<file path="src/rtl/adc_seq_pkg.sv">
package adc_seq_pkg;
  typedef enum logic [1:0] {
    OP_CFG    = 2'd0,
    OP_SYNC   = 2'd1,
    OP_CAL    = 2'd2,
    OP_STREAM = 2'd3
  } op_e;

  typedef enum logic [2:0] {
    S_IDLE,
    S_LOAD,
    S_SHIFT,
    S_GUARD,
    S_WAIT_RDY
  } seq_st_e;

  localparam logic [7:0] BYTE_FSYNC = 8'hFC;
  localparam logic [7:0] BYTE_WAKE  = 8'hFB;
  localparam logic [7:0] BYTE_CAL   = 8'hF0;
endpackage

</file>
<file path="src/rtl/adc_spi_shifter.sv">
// Mode-1 byte shifter: mosi launched on the rising half, miso captured on the falling half.
module adc_spi_shifter #(
  parameter int HALF_DIV = 4,
  parameter int W        = 8
) (
  input  logic         clk,
  input  logic         rst_n,
  input  logic         en,
  input  logic         start,
  input  logic [W-1:0] tx,
  input  logic         miso,
  output logic         sclk,
  output logic         mosi,
  output logic         done,
  output logic [W-1:0] rx
);
  localparam int CW = (HALF_DIV > 1) ? $clog2(HALF_DIV) : 1;
  localparam int PW = $clog2(2 * W);

  logic [CW-1:0] div;
  logic [PW-1:0] ph;
  logic [W-1:0]  tx_sh;
  logic          active;
  logic          tick;

  assign tick = active && en && (div == CW'(HALF_DIV - 1));

  always_ff @(posedge clk or negedge rst_n) begin
    if (!rst_n) begin
      div    <= '0;
      ph     <= '0;
      tx_sh  <= '0;
      active <= 1'b0;
      sclk   <= 1'b0;
      mosi   <= 1'b0;
      done   <= 1'b0;
      rx     <= '0;
    end else begin
      done <= 1'b0;
      if (start && !active) begin
        active <= 1'b1;
        tx_sh  <= tx;
        div    <= '0;
        ph     <= '0;
      end else if (active && en) begin
        if (tick) begin
          div <= '0;
          if (!ph[0]) begin
            sclk  <= 1'b1;
            mosi  <= tx_sh[W-1];
            tx_sh <= {tx_sh[W-2:0], 1'b0};
          end else begin
            sclk <= 1'b0;
            rx   <= {rx[W-2:0], miso};
            if (ph == PW'(2 * W - 1)) begin
              active <= 1'b0;
              done   <= 1'b1;
            end
          end
          ph <= ph + 1'b1;
        end else begin
          div <= div + 1'b1;
        end
      end
    end
  end
endmodule

</file>
<file path="src/rtl/adc_guard_timer.sv">
// Counts converter oscillator periods from a free-running clock-enable.
module adc_guard_timer #(
  parameter int OSC_DIV   = 8,
  parameter int GUARD_OSC = 4
) (
  input  logic clk,
  input  logic rst_n,
  input  logic start,
  output logic done
);
  localparam int OCW = (OSC_DIV > 1) ? $clog2(OSC_DIV) : 1;
  localparam int GW  = $clog2(GUARD_OSC + 2);

  logic [OCW-1:0] ocnt;
  logic [GW-1:0]  gcnt;
  logic           run;
  logic           osc_ce;

  assign osc_ce = (ocnt == OCW'(OSC_DIV - 1));

  always_ff @(posedge clk or negedge rst_n) begin
    if (!rst_n) ocnt <= '0;
    else if (osc_ce) ocnt <= '0;
    else ocnt <= ocnt + 1'b1;
  end

  // GUARD_OSC+1 enables are counted so the full-period minimum is never undercut.
  always_ff @(posedge clk or negedge rst_n) begin
    if (!rst_n) begin
      gcnt <= '0;
      run  <= 1'b0;
      done <= 1'b0;
    end else begin
      done <= 1'b0;
      if (start) begin
        run  <= 1'b1;
        gcnt <= '0;
      end else if (run && osc_ce) begin
        if (gcnt == GW'(GUARD_OSC)) begin
          run  <= 1'b0;
          done <= 1'b1;
        end else begin
          gcnt <= gcnt + 1'b1;
        end
      end
    end
  end
endmodule

</file>
<file path="src/rtl/adc_host_seq.sv">
module adc_host_seq #(
  parameter int         SCLK_HALF = 4,
  parameter int         OSC_DIV   = 8,
  parameter int         GUARD_OSC = 4,
  parameter int         DW        = 24,
  parameter int         CNT_W     = 8,
  parameter logic [7:0] WR_BASE   = 8'h50,
  parameter logic [3:0] CH_ADDR   = 4'h1,
  parameter logic [7:0] CONT_CMD  = 8'h03,
  parameter logic [7:0] FILL_BYTE = 8'hFF
) (
  input  logic             clk,
  input  logic             rst_n,
  input  logic             pwr_down,
  input  logic             req_valid,
  output logic             req_ready,
  input  logic [1:0]       req_op,
  input  logic [CNT_W-1:0] req_data,
  output logic             busy,
  output logic             smp_valid,
  input  logic             smp_ready,
  output logic [DW-1:0]    smp_data,
  input  logic             drdy_n,
  output logic             sclk,
  output logic             cs_n,
  output logic             mosi,
  input  logic             miso
);
  import adc_seq_pkg::*;

  localparam int NBYTE = DW / 8;
  localparam int IW    = (NBYTE > 1) ? $clog2(NBYTE) : 1;

  seq_st_e          st;
  op_e              op;
  logic             stage;
  logic [IW-1:0]    bidx, last_idx;
  logic [7:0]       cb [NBYTE];
  logic [CNT_W:0]   remain;
  logic             discard, pend, is_read;
  logic [DW-1:0]    acc;
  logic [DW-1:0]    word_next;
  logic [2:0]       rdy_q;
  logic             rdy_fall;
  logic             sh_start, sh_done, g_start, g_done, last_b;
  logic [7:0]       sh_rx;
  logic             cs_q;

  // data-ready synchroniser and falling-edge detect
  always_ff @(posedge clk or negedge rst_n) begin
    if (!rst_n) rdy_q <= '1;
    else rdy_q <= {rdy_q[1:0], drdy_n};
  end
  assign rdy_fall = rdy_q[2] & ~rdy_q[1];

  assign last_b    = (bidx == last_idx);
  assign sh_start  = (st == S_LOAD) && !pwr_down;
  assign g_start   = (st == S_SHIFT) && sh_done && last_b && !is_read;
  assign word_next = {acc[DW-9:0], sh_rx};
  assign busy      = (st != S_IDLE);
  assign req_ready = (st == S_IDLE) && !pwr_down;
  assign cs_n      = cs_q;

  adc_spi_shifter #(.HALF_DIV(SCLK_HALF), .W(8)) u_shift (
    .clk(clk), .rst_n(rst_n), .en(!pwr_down), .start(sh_start), .tx(cb[bidx]),
    .miso(miso), .sclk(sclk), .mosi(mosi), .done(sh_done), .rx(sh_rx)
  );

  adc_guard_timer #(.OSC_DIV(OSC_DIV), .GUARD_OSC(GUARD_OSC)) u_guard (
    .clk(clk), .rst_n(rst_n), .start(g_start), .done(g_done)
  );

  always_ff @(posedge clk or negedge rst_n) begin
    if (!rst_n) begin
      st        <= S_IDLE;
      op        <= OP_CFG;
      stage     <= 1'b0;
      bidx      <= '0;
      last_idx  <= '0;
      for (int i = 0; i < NBYTE; i++) cb[i] <= '0;
      remain    <= '0;
      discard   <= 1'b0;
      pend      <= 1'b0;
      is_read   <= 1'b0;
      acc       <= '0;
      cs_q      <= 1'b1;
      smp_valid <= 1'b0;
      smp_data  <= '0;
    end else begin
      if (rdy_fall) pend <= 1'b1;
      if (smp_valid && smp_ready) smp_valid <= 1'b0;
      unique case (st)
        S_IDLE: begin
          if (req_valid && req_ready) begin
            op      <= op_e'(req_op);
            cs_q    <= 1'b0;
            pend    <= 1'b0;
            bidx    <= '0;
            stage   <= 1'b0;
            is_read <= 1'b0;
            st      <= S_LOAD;
            unique case (op_e'(req_op))
              OP_CFG: begin
                cb[0]    <= WR_BASE | {4'h0, CH_ADDR};
                cb[1]    <= 8'h00;
                cb[2]    <= 8'(req_data);
                last_idx <= IW'(2);
              end
              OP_SYNC: begin
                cb[0]    <= BYTE_FSYNC;
                last_idx <= '0;
              end
              OP_CAL: begin
                cb[0]    <= BYTE_CAL;
                last_idx <= '0;
              end
              default: begin
                cb[0]    <= CONT_CMD;
                last_idx <= '0;
                remain   <= {1'b0, req_data} + 1'b1;
              end
            endcase
          end
        end
        S_LOAD: if (!pwr_down) st <= S_SHIFT;
        S_SHIFT: begin
          if (sh_done) begin
            if (is_read) acc <= word_next;
            if (!last_b) begin
              bidx <= bidx + 1'b1;
              st   <= S_LOAD;
            end else if (!is_read) begin
              st <= S_GUARD;
            end else begin
              is_read <= 1'b0;
              if (discard) begin
                discard <= 1'b0;
                st      <= S_WAIT_RDY;
              end else begin
                smp_valid <= 1'b1;
                smp_data  <= word_next;
                remain    <= remain - 1'b1;
                if (remain == (CNT_W + 1)'(1)) begin
                  st   <= S_IDLE;
                  cs_q <= 1'b1;
                end else begin
                  st <= S_WAIT_RDY;
                end
              end
            end
          end
        end
        S_GUARD: begin
          if (g_done) begin
            unique case (op)
              OP_SYNC: begin
                if (!stage) begin
                  stage <= 1'b1;
                  cb[0] <= BYTE_WAKE;
                  bidx  <= '0;
                  st    <= S_LOAD;
                end else begin
                  st   <= S_IDLE;
                  cs_q <= 1'b1;
                end
              end
              OP_CFG: begin
                st   <= S_IDLE;
                cs_q <= 1'b1;
              end
              default: st <= S_WAIT_RDY;
            endcase
          end
        end
        S_WAIT_RDY: begin
          if (op == OP_CAL) begin
            if (pend) begin
              pend    <= 1'b0;
              discard <= 1'b1;
              st      <= S_IDLE;
              cs_q    <= 1'b1;
            end
          end else if (pend && !smp_valid) begin
            pend     <= 1'b0;
            is_read  <= 1'b1;
            bidx     <= '0;
            last_idx <= IW'(NBYTE - 1);
            for (int i = 0; i < NBYTE; i++) cb[i] <= FILL_BYTE;
            st       <= S_LOAD;
          end
        end
        default: st <= S_IDLE;
      endcase
    end
  end
endmodule

</file>
<file path="config.mk">
export PLATFORM = sky130hd
export DESIGN_NAME = adc_host_seq
export DESIGN_NICKNAME = d
export VERILOG_FILES = /design/src/rtl/adc_seq_pkg.sv /design/src/rtl/adc_spi_shifter.sv /design/src/rtl/adc_guard_timer.sv /design/src/rtl/adc_host_seq.sv
export SDC_FILE = /design/constraint.sdc
export NUM_CORES = 1
export LEC_CHECK = 0
export CORE_MARGIN = 4
export CORE_UTILIZATION = 50
export CTS_CLUSTER_SIZE = 8
export DETAILED_ROUTE_END_ITERATION = 8
export HOLD_SLACK_MARGIN = 0.03
export PLACE_DENSITY_LB_ADDON = 0.05
export SETUP_SLACK_MARGIN = 0.02
export SLEW_MARGIN = 20
export SYNTH_ARGS = -nofsm -noshare
export SYNTH_HDL_FRONTEND = slang
export SYNTH_SLANG_ARGS = --single-unit
</file>
<file path="constraint.sdc">
create_clock -name clk -period 3.01 [get_ports clk]
set_input_delay 0.903 -clock clk [delete_from_list [all_inputs] [get_ports clk]]
set_output_delay 0.903 -clock clk [all_outputs]
set_load 0.01 [all_outputs]
</file>
### Word-level counts from Yosys, hierarchy flattened

Index checks and enable logic that the tools add are counted.

* add/subtract/negate cells: 7
* $lt $le $gt $ge: 1
* eq/ne operators: 37
* muxes and demuxes: 115
* bitwise operators: 6
* reduce and logical (&&, ||, !) cells: 55

Operator list (count)
* $mux 24: 3
* $mux 8: 9
* $mux 9: 6
* $mux 1: 48
* $pmux 8 s3: 2
* $mux 3: 15
* $pmux 16 s2: 1
* $mux 2: 15
* $ne 2x2->1 const B: 13
* $reduce_and 4->1: 5
* $reduce_bool 2->1: 10
* $pmux 9 s2: 1
* $reduce_and 6->1: 3
* $bmux 8 s2: 1
* $mux 16: 1
* $pmux 3 s5: 1
* $reduce_and 7->1: 2
* $logic_and 1x1->1: 12
* $mux 4: 3
* $ne 2x1->1 const B: 6
* $reduce_and 12->1: 1
* $reduce_and 5->1: 2
* $add 8x1->9 const B: 1
* $eq 3x3->1 const B: 3
* 32 further kinds: 57

* register bits after elaboration: 125
* input port bits: 17
* output and inout port bits: 30
* logic and storage cells: 250

### Logic depth before layout (Yosys ltp)

* depth in word-level cells: 7
* depth in mapped cells: 9
* mapped depth without buffers: 7

### By module

A second synthesis with hierarchy kept.

* cell total of the unflattened synthesis: 504
* area total of the unflattened synthesis: 5636.7 µm²

By module, submodules not included
* adc_host_seq: times used 1, cells each 376, area each 4052.6 µm², sequential area each 2031.9 µm²
* adc_spi_shifter: times used 1, cells each 96, area each 1213.7 µm², sequential area each 650.6 µm²
* adc_guard_timer: times used 1, cells each 32, area each 370.4 µm², sequential area each 200.2 µm²

### Worst setup path after synthesis

Ideal clock, no wire load.

* path type: input port to flip-flop
* start point: input pwr_down
* end point: register st[1]
* library setup time: 0.068 ns
* data arrival time: 2.354 ns
* data required time: 2.942 ns
* path slack: 0.588 ns
* cell stages on the path: 6
* path buffers: 1
* cells stage by stage: buf_2 -> and2b_1 -> o22ai_1 -> and2_0 -> a2111oi_0 -> a22o_1

* longest elaborated chain between the ends: 5
* elaborated cells between the ends (all ways): 6
* those cells by class: 2 x eq/ne; 4 x reduce/logical

Ends and longest elaborated chain
* start: declaration: line adc_host_seq.sv:14 `input logic pwr_down,`
* $logic_not 1->1
* $logic_and 1x1->1: line adc_host_seq.sv:61 `assign req_ready = (st == S_IDLE) && !pwr_down;`
* $logic_and 1x1->1: line adc_host_seq.sv:94 `if (req_valid && req_ready) begin`
* $ne 2x1->1 (no line)
* $reduce_and 6->1 (no line) *
* end signal: assignment: line adc_host_seq.sv:75 `st <= S_IDLE;`
* end signal: assignment: line adc_host_seq.sv:101 `st <= S_LOAD;`
* end signal: assignment: line adc_host_seq.sv:125 `S_LOAD: if (!pwr_down) st <= S_SHIFT;`
* end: declaration: line adc_host_seq.sv:34 `seq_st_e st;`

Every way passes the cells marked *; elsewhere a longest branch is shown, timed or not.
A chain may end at the register's enable or synchronous reset.

### Worst setup path in the final report

* start point: input pwr_down
* end point: output req_ready

* longest elaborated chain between the ends: 2

Ends and longest elaborated chain
* $logic_not 1->1
* $logic_and 1x1->1: line adc_host_seq.sv:61
* end: declaration: line adc_host_seq.sv:16 `output logic req_ready,`

No other way between the ends.

==> impl_metrics.py <==
metrics = {
    "outcome": {
        "status": "complete, no violations",
    },
    "placed_design": {
        "preCtsSetupSlack_ns": -0.0283,
        "port_buffers": 46,
        "place_congestion": 0.864,
        "post-dp-hpwl_um": 8380,
    },
    "logic_synthesis": {
        "synth.top_cells.by_count": "111 x sky130_fd_sc_hd__dfrtp_1, 72 x sky130_fd_sc_hd__nand2_1, 57 x sky130_fd_sc_hd__nor2_1",
        "synth_seq_cells": 115,
        "syn-mean-instance-area_um2": 10.2,
        "netlist_area_mm2": 0.00537,
        "most_frequently_used_cell_type_in_the_post_synthesis_netlist": "sky130_fd_sc_hd__dfrtp_1",
        "synth_top_area_share_pct": 51.8,
        "synth-edff-count": 0,
        "synth_warnings": 0,
        "ys_top_cells_by_area": "sky130_fd_sc_hd__dfrtp_1 52%, sky130_fd_sc_hd__mux2_2 7.1%, sky130_fd_sc_hd__nand2_1 5.0%, sky130_fd_sc_hd__a21oi_1 4.3%, sky130_fd_sc_hd__nor2_1 4.0%",
        "yosys.area.top_type": "sky130_fd_sc_hd__dfrtp_1",
        "synth_nets": 557,
        "synth_flop_cell": "sky130_fd_sc_hd__dfrtp_1",
        "cells_after_synth": 528,
        "async_reset_ff_share_pct": 100,
        "ys_seq_area_share_pct": 53.7,
        "synth_cell_type_count": 57,
    },
    "clock_network": {
        "numClockSinks": 115,
        "tritoncts": "done",
        "cts.htree.levels": 4,
        "deepest_clock_path_buffer_count": 2,
        "cts.reportedPaths.clkPinSlew_ns": 0.06,
        "clkLatencyLatePin_ns": 0.51,
        "cts_made_buffers": 17,
        "cts_root_buffer": "sky130_fd_sc_hd__clkbuf_8",
    },
    "flow_run": {
        "drv_cap": 0,
    },
    "critical_path": {
        "critical_path_class": "input port to primary output",
        "critical-path-max-stage-delay_ns": 0.48,
        "critPathArrivalTime_ns": 1.84,
        "worst_path_max_delay_cell": "sky130_fd_sc_hd__clkdlybuf4s50_1",
        "worst_ep_required_time_ns": 2.11,
        "critical_path.max_fanout": 2,
        "crit_path_start": "pwr_down",
        "cp_cell_sequence": "clkdlybuf4s50_1 -> nor2_1 -> dlygate4sd2_1",
        "timing.critical_path.to_type": "primary output",
        "timing.rr.start": "st[2]",
        "start_kind": "input port",
    },
    "detailed_routing": {
        "post_drt_wl_per_cell_um": 16.8,
        "routed_via_density": 5.61,
        "detail_route.wirelength_um": 12500,
        "ant_nets": 0,
        "routed-via-count": 4175,
        "dr.pass1.iters": 6,
        "drc": 0,
        "dr.first_iter.drc_count": 421,
    },
    "grt": {
        "first_global_vias": 4327,
        "grt_start_max_net_pins": 69,
        "grt_pass1_wl_um": 21400,
        "grt_antenna_before_repair": 0,
        "globalRouteTotalUtil_pct": 21.3,
        "globalRouteOverflowTotal": 0,
    },
    "sta": {
        "finalMaxSlewViolations": 0,
        "worst_hold_slack_ns": 0.263,
        "worst_slew_pin_slew_ns": 0.600,
        "post-route-period-util_pct": 91.1,
        "fin_crit_ns": 2.74,
        "tns_ns": 0,
        "rsz_0062_raised_after_global_routing": "no",
        "setup_violations": 0,
        "skew_ns": 0.0105,
        "setup_slack_after_layout_ns": 0.268,
        "relSlewSlack_pct": 59.9,
        "report.final.hold_viol_count": 0,
        "clock.fmax_mhz": 365,
    },
    "cells_and_area": {
        "insertedDiodeCount": 0,
        "n_fill_cell": 845,
        "area_overhead_vs_synth_pct": 24.8,
        "final_net_count": 624,
        "ff_latch_area_mm2": 0.00288,
        "final_core_utilization_pct": 64.6,
        "multiInputGateArea_mm2": 0.00234,
        "drive_above_1_share_pct": 16.3,
    },
    "floorplanning": {
        "ios": 47,
        "die_h_um": 112,
        "rows": 37,
        "fp.dieW_um": 112,
        "floorplan.die_area_mm2": 0.0125,
        "core-area_mm2": 0.0104,
        "initial_utilization_pct": 51.7,
    },
    "power": {
        "power-per-cell-area_mw_per_mm2": 848,
        "power_w": 0.00568,
        "irDropWorstVdd_mv": 0.403,
        "leakagePower_nw": 3.11,
    },
    "hold_path": {
        "worst_hold_path_type": "input port to asynchronous set/reset pin",
    },
}
## kinds of logic after synthesis
family,after synthesis,share of synthesized area (%)
AOI/OAI and AO/OA,119,13.7
xor gates and xnor gates,11,1.80
adders and majority gates,12,2.80
buffers and inverters,34,2.75
DFF,115,53.7
muxes,37,7.69
and+or+nand+nor,200,17.5
## metal layers
metal,global-route usage (%),wire length (um),vias up
met3,5.00,554,19
met5,0,0,-
li1,-,-,1981
met2,35.0,6230,104
met1,27.6,5510,2071
met4,7.79,215,0
## placed cells by master, fill, tap and decap left out, drive strengths merged, types with 4 or more instances in the layout
master and count:
inv 14, nand2 72, nand3 13, ha 12, xor2 7, a21oi 46
nor3 9, o22ai 5, o21ai 30, buf 25, clkbuf 21, o22a 5
clkinvlp 4, nor2b 6, clkdlybuf4s50 44, and2 4, a221o 7, dfrtp 111
mux2 34, nand2b 14, dfstp 4, xnor2 4, nor2 58
## final cells by class
class / instances / share of cell area [%]
flip-flops and latches: 115 / 43.0
multi-input cells: 379 / 34.9
repair buffers: 70 / 9.88
clock buffers: 21 / 6.71
well taps: 136 / 2.54
clock inverters: 11 / 2.26
inverters: 12 / 0.673
## where the power goes
part           internal, W  leakage, nW  switching [W]  total (W)
combinational     0.000666         1.33       0.000927    0.00159
sequential         0.00183         1.50       0.000247    0.00207
clock              0.00131        0.281       0.000702    0.00201
total              0.00380         3.11        0.00188    0.00568
## critical path: cells and delay by family
kind	cells	cell delay, ns
buf+inv	2	0.77
simple gates	1	0.15
## registers in the layout, summed over array words and instances, names as in the netlist, 2 cells and up
name	count
rdy_q	3
remain	9
st	3
bidx	2
smp_data	24
acc	16
op	2
u_shift.rx	8
u_shift.tx_sh	8
u_guard.gcnt	3
u_shift.ph	4
u_shift.div	2
cb	15
u_guard.ocnt	3
## metrics by stage
step                      std cells  area, um2
after floorplan                 528       5370
after global placement          712       6100
after detailed placement        712       6100
after CTS                       744       6700
after global routing            744       6700
final                           744       6700
## final timing paths
| kind | to | slack (ns) | cells past startpoint |
|---|---|---|---|
| max | req_ready | 0.27 | 3 |
| min in group clk | rdy_q[1] | 0.35 | 0 |
| max reg2reg | smp_data[11] | 0.71 | 5 |
| min | remain[6] | 0.26 | 1 |
| min reg2reg | rdy_q[1] | 0.35 | 0 |
| max in group asynchronous | rdy_q[0] | 2.05 | 2 |
## what timing repair did
action / in CTS / in global routing
hold buffers: 0 / 0
gates resized for setup: 1 / 0
buffers inserted: 0 / 0
setup endpoints to repair: 1 / 0
endpoints found under the hold margin: 0 / 0
Power figures use the tool's default switching activity.
